File: config.mk
export PLATFORM = sky130hd
export DESIGN_NAME = bitstr_bitop
export DESIGN_NICKNAME = d
export VERILOG_FILES = /design/src/rtl/bitstr_pkg.sv /design/src/rtl/bitstr_ctrl.sv /design/src/rtl/bitstr_dpath.sv /design/src/rtl/bitstr_bitop.sv
export SDC_FILE = /design/constraint.sdc
export NUM_CORES = 1
export LEC_CHECK = 0
export ABC_AREA = 1
export CORE_MARGIN = 2
export CORE_UTILIZATION = 41
export CTS_CLUSTER_DIAMETER = 80
export DETAILED_ROUTE_END_ITERATION = 6
export GPL_TIMING_DRIVEN = 0
export PLACE_DENSITY = 0.78
export SYNTH_ARGS = -nofsm -noshare
export SYNTH_HDL_FRONTEND = slang
export SYNTH_SLANG_ARGS = --single-unit
File: constraint.sdc
create_clock -name clk -period 2 [get_ports clk]
set_input_delay 0.6 -clock clk [delete_from_list [all_inputs] [get_ports clk]]
set_output_delay 0.6 -clock clk [all_outputs]
set_load 0.005 [all_outputs]
File: src/rtl/bitstr_pkg.sv
package bitstr_pkg;
  // Strobes from control to datapath for one operation.
  typedef struct packed {
    logic latchOp;   // capture operands, clear skip flag
    logic doRead;    // issue memory read
    logic doWrite;   // issue write-back of modified byte
    logic capture;   // sample tested bit
  } ctl_t;

  typedef enum logic [1:0] {
    ST_IDLE = 2'd0,
    ST_READ = 2'd1,
    ST_MOD  = 2'd2,
    ST_FIN  = 2'd3
  } state_t;
endpackage

File: src/rtl/bitstr_ctrl.sv
module bitstr_ctrl
  import bitstr_pkg::*;
(
  input  logic clk,
  input  logic rstN,
  input  logic start,
  input  logic isTest,
  output ctl_t ctl,
  output logic busy,
  output logic done
);
  state_t state, stateNxt;

  always_comb begin
    stateNxt = state;
    ctl = '0;
    unique case (state)
      ST_IDLE: if (start) begin
        ctl.latchOp = 1'b1;
        stateNxt    = ST_READ;
      end
      ST_READ: begin
        ctl.doRead = 1'b1;
        stateNxt   = ST_MOD;
      end
      ST_MOD: begin
        ctl.doWrite = !isTest;
        ctl.capture = isTest;
        stateNxt    = ST_FIN;
      end
      default: stateNxt = ST_IDLE;
    endcase
  end

  always_ff @(posedge clk) begin
    if (!rstN) state <= ST_IDLE;
    else       state <= stateNxt;
  end

  assign busy = (state != ST_IDLE);
  assign done = (state == ST_FIN);

  AST_RD_WR_EXCL: assert property (@(posedge clk) disable iff (!rstN)
    !(ctl.doRead && ctl.doWrite));
  AST_WR_FOLLOWS_RD: assert property (@(posedge clk) disable iff (!rstN)
    ctl.doWrite |-> $past(ctl.doRead));
  AST_DONE_ONE_CYCLE: assert property (@(posedge clk) disable iff (!rstN)
    done |=> !done);
  AST_START_IGNORED: assert property (@(posedge clk) disable iff (!rstN)
    (busy && start) |=> !ctl.latchOp);
  AST_TEST_NO_WRITE: assert property (@(posedge clk) disable iff (!rstN)
    ctl.capture |-> !ctl.doWrite);
endmodule

File: src/rtl/bitstr_dpath.sv
module bitstr_dpath
  import bitstr_pkg::*;
#(
  parameter int ADDR_W = 16,
  parameter int BYTE_W = 8,
  localparam int SEL_W = $clog2(BYTE_W)
) (
  input  logic              clk,
  input  logic              rstN,
  input  ctl_t              ctl,
  input  logic [1:0]        opCode,
  input  logic [ADDR_W-1:0] basePtr,
  input  logic [ADDR_W-1:0] indexPtr,
  input  logic [BYTE_W-1:0] memRdata,
  output logic              isTest,
  output logic [ADDR_W-1:0] memAddr,
  output logic [BYTE_W-1:0] memWdata,
  output logic              skipFlag
);
  logic [ADDR_W-1:0] addrReg;
  logic [SEL_W-1:0]  selReg;
  logic [1:0]        opReg;
  logic [BYTE_W-1:0] bitMask;
  logic [ADDR_W-1:0] byteOff;

  assign byteOff = indexPtr >> SEL_W;

  always_ff @(posedge clk) begin
    if (!rstN) begin
      addrReg <= '0;
      selReg  <= '0;
      opReg   <= '0;
    end else if (ctl.latchOp) begin
      addrReg <= basePtr + byteOff;
      selReg  <= indexPtr[SEL_W-1:0];
      opReg   <= opCode;
    end
  end

  // one-hot bit mask
  for (genvar g = 0; g < BYTE_W; g++) begin : g_mask
    assign bitMask[g] = (selReg == SEL_W'(g));
  end

  assign isTest   = opReg[1];
  assign memAddr  = addrReg;
  assign memWdata = opReg[0] ? (memRdata & ~bitMask) : (memRdata | bitMask);

  always_ff @(posedge clk) begin
    if (!rstN)            skipFlag <= 1'b0;
    else if (ctl.latchOp) skipFlag <= 1'b0;
    else if (ctl.capture) skipFlag <= ~|(memRdata & bitMask);
  end

  AST_ONE_BIT_CHANGED: assert property (@(posedge clk) disable iff (!rstN)
    ctl.doWrite |-> ($countones(memWdata ^ memRdata) <= 1));
  AST_SAME_ADDR: assert property (@(posedge clk) disable iff (!rstN)
    ctl.doWrite |-> $stable(memAddr));
  AST_SKIP_HOLD: assert property (@(posedge clk) disable iff (!rstN)
    (!ctl.latchOp && !ctl.capture) |=> $stable(skipFlag));
  AST_MASK_ONEHOT: assert property (@(posedge clk) disable iff (!rstN)
    $onehot0(bitMask));
endmodule

File: src/rtl/bitstr_bitop.sv
module bitstr_bitop
  import bitstr_pkg::*;
(
  input  logic        clk,
  input  logic        rstN,
  input  logic        start,
  input  logic [1:0]  opCode,
  input  logic [15:0] basePtr,
  input  logic [15:0] indexPtr,
  output logic [15:0] memAddr,
  output logic        memRd,
  output logic        memWr,
  output logic [7:0]  memWdata,
  input  logic [7:0]  memRdata,
  output logic        busy,
  output logic        done,
  output logic        skipFlag
);
  ctl_t ctl;
  logic isTest;

  bitstr_ctrl ctrl_i (
    .clk(clk), .rstN(rstN), .start(start), .isTest(isTest),
    .ctl(ctl), .busy(busy), .done(done)
  );

  bitstr_dpath #(.ADDR_W(16), .BYTE_W(8)) dpath_i (
    .clk(clk), .rstN(rstN), .ctl(ctl), .opCode(opCode),
    .basePtr(basePtr), .indexPtr(indexPtr), .memRdata(memRdata),
    .isTest(isTest), .memAddr(memAddr), .memWdata(memWdata),
    .skipFlag(skipFlag)
  );

  assign memRd = ctl.doRead;
  assign memWr = ctl.doWrite;
endmodule

==> run metrics <==
run status finished, final reports clean; Wirelength per Cell 11.83 microns; total chip power 2.322 mW; Final Setup Violations 0; Slew Viols, Final 0; Hold Path Class flop to flop; Antenna diodes 0; Vias 2271; Initial DRC Count 90; vias in the first global route 2079; Power Density 748.4 nW/um^2; std cell rows 25; Final GP Congestion 0.8963; Gate Count Post-Synth 321; Worst Setup SP memRdata[1]; nets 469; final antenna-violating net count 0; Synth cell types 28; Seq/Total Area, Yosys 24.14%; Max-Cap Viols 0; Slew @ Worst Pin 0.4354 ns; CTS tree yes; Crit path required time 1.40 ns; leak pwr 1.705 nW; DP HPWL 4.111 mm; Peak VDD IR 330.2 uV; share of layout cells above drive strength 1 17.78%; DRT Wirelength 5.432 mm; worst hold margin 0.4876 ns; core footprint 4692 sq um; Die H 73.68 microns; unrepaired setup endpoints after global routing yes; Crit Path Class input port to output pin; final hold violation count 0; Peak Freq 514.5 MHz; layout overhead on the synthesized area 55.88%; fin crit period 1.944 ns; Initial Utilization 42.43%; area of the mapped netlist 1991 sq um; Clock Sinks 24; Die ar. 5429 sq um; Buffers on Ports 73; maximum number of pins on one net before global-route repair 14; DR pass1 iterations 4; Critical R2R Launch ctrl_i.state[1]; gr ovfl total 0; synthesized flop and latch total 24; vias per cell 4.948; number of top-level pins 74; Crit Path Max Fanout 2; H-tree levels 1; hold_sp ctrl_i.state[0]; Clock Latency Late Sink 0.27 ns; clk buf depth 2; Mean Syn Cell Area 6.201 sq um; Die W 73.68 microns; crit path DAT 1.34 ns; Slew Limit Headroom 70.97%; CTS clock-pin slew for the worst setup and hold paths 0.08 ns; Root Driver clkbuf_8; net count after synthesis 384; final critical-path share of the clock period 97.19%; crit start category input port; yosys warns 0; drt drc 0; clk_skew 0.008401 ns; number of buffers created by CTS 3; CP Capture Type output pin; GRT Overall Usage 19.35%; initial antenna violation count 0; first-pass GRT wire length 8.459 mm
power by group:
part | switching (mW) | total [mW] | internal, mW
Clock | 0.160 | 0.336 | 0.176
Combinational | 0.620 | 1.27 | 0.646
Sequential | 0.0924 | 0.720 | 0.628
path summary, 6_finish.rpt:
| path | slack (ns) | cells after the start | end |
|---|---|---|---|
| setup reg to reg | 0.38 | 8 | dpath_i.memAddr[10] |
| hold reg to reg | 0.49 | 2 | ctrl_i.state[0] |
| setup / recovery | 0.06 | 4 | memWdata[1] |
| hold / removal | 0.49 | 2 | ctrl_i.state[0] |
worst max-delay path, stage by stage:
cell	delay (ns)
clkdlybuf4s50_1	0.49
nand2_1	0.05
o21ai_0	0.07
buf_2	0.14
flip-flops by register name (all words and copies together), names as in the netlist:
signal            count
dpath_i.memAddr      16
dpath_i.opReg         2
dpath_i.selReg        3
ctrl_i.state          2
dpath_i.skipFlag      1
layout make-up:
class | count | area (sq um)
fillers | 388 | 1589
flip-flops and latches | 24 | 483.0
clock buffers | 4 | 55.05
multi-input cells | 234 | 1468
well taps | 54 | 67.56
plain buffers | 2 | 8.758
repair buffers | 80 | 792.0
inverters | 61 | 229.0
routing by layer:
| layer | global-route usage (%) | part of all wire (%) | vias to the layer above |
|---|---|---|---|
| li1 | - | - | 1191 |
| met1 | 22.76 | 44 | 1006 |
| met2 | 36.01 | 50 | 69 |
| met3 | 2.195 | 5.5 | 5 |
| met4 | 6.263 | 1.1 | 0 |
| met5 | 0 | 0 | - |
cells in the mapped netlist (all sizes together):
| library cell | instances | area (sq um) |
|---|---|---|
| fa | 1 | 20.02 |
| nor2 | 27 | 116.4 |
| ha | 17 | 212.7 |
| nand3b | 1 | 20.02 |
| nand4 | 2 | 12.51 |
| inv | 61 | 229.0 |
| or2 | 1 | 6.260 |
| o21ai | 22 | 110.1 |
| a32o | 2 | 20.02 |
| dfxtp | 24 | 480.5 |
| o22ai | 2 | 12.51 |
| clkbuf | 1 | 3.750 |
| buf | 1 | 5.000 |
| xnor2 | 1 | 8.760 |
| nand2 | 108 | 425.4 |
| xor2 | 2 | 17.52 |
| a21oi | 14 | 81.33 |
| a22o | 4 | 35.03 |
| a211oi | 1 | 7.510 |
| nand3 | 25 | 130.1 |
| nor3 | 3 | 30.03 |
| a31oi | 1 | 6.260 |
logic make-up (layout without fill, tap and decap cells):
kind of cell / Yosys count / count (layout) / synth area share (%)
fa+ha+maj: 18 / 18 / 11.69
compound gates: 46 / 46 / 13.70
xor+xnor: 3 / 3 / 1.320
flops: 24 / 24 / 24.14
simple gates: 167 / 167 / 37.21
buf+inv: 63 / 147 / 11.94
per-stage QoR:
stage,cell area [sq um],cells,utilization [%],TNS (ns),setup slack [ns]
2_1_floorplan,1991,321,-,0,0.09884
3_3_place_gp,2789,448,59.44,-6.235,-0.4509
3_5_place_dp,2789,448,59.44,-6.680,-0.4653
4_1_cts,2878,456,61.33,0,0.004244
5_1_grt,3103,459,66.13,-0.04860,-0.03000
6_report,3103,459,66.13,0,0.05621
layout by cell type, fill, tap and decap left out, types with 3 or more instances in the layout:
cell	count
nand3_1	24
nor3_2	3
a22o_1	4
a21oi_1	9
inv_1	55
a21oi_2	5
inv_2	6
buf_2	9
dlygate4sd2_1	3
dlymetal6s2s_1	21
nor2_1	24
clkdlybuf4s50_1	41
ha_2	3
clkbuf_8	4
buf_4	7
nand2_2	12
o21ai_0	21
dfxtp_1	22
nand2_1	94
ha_4	12
timing repair:
action                     CTS  global route
setup buffers                4             3
hold buffers                 0             0
pin swaps                    6            12
setup endpoints to repair   19            12
resized for setup           47            46
(Power assumes the default switching activity.)
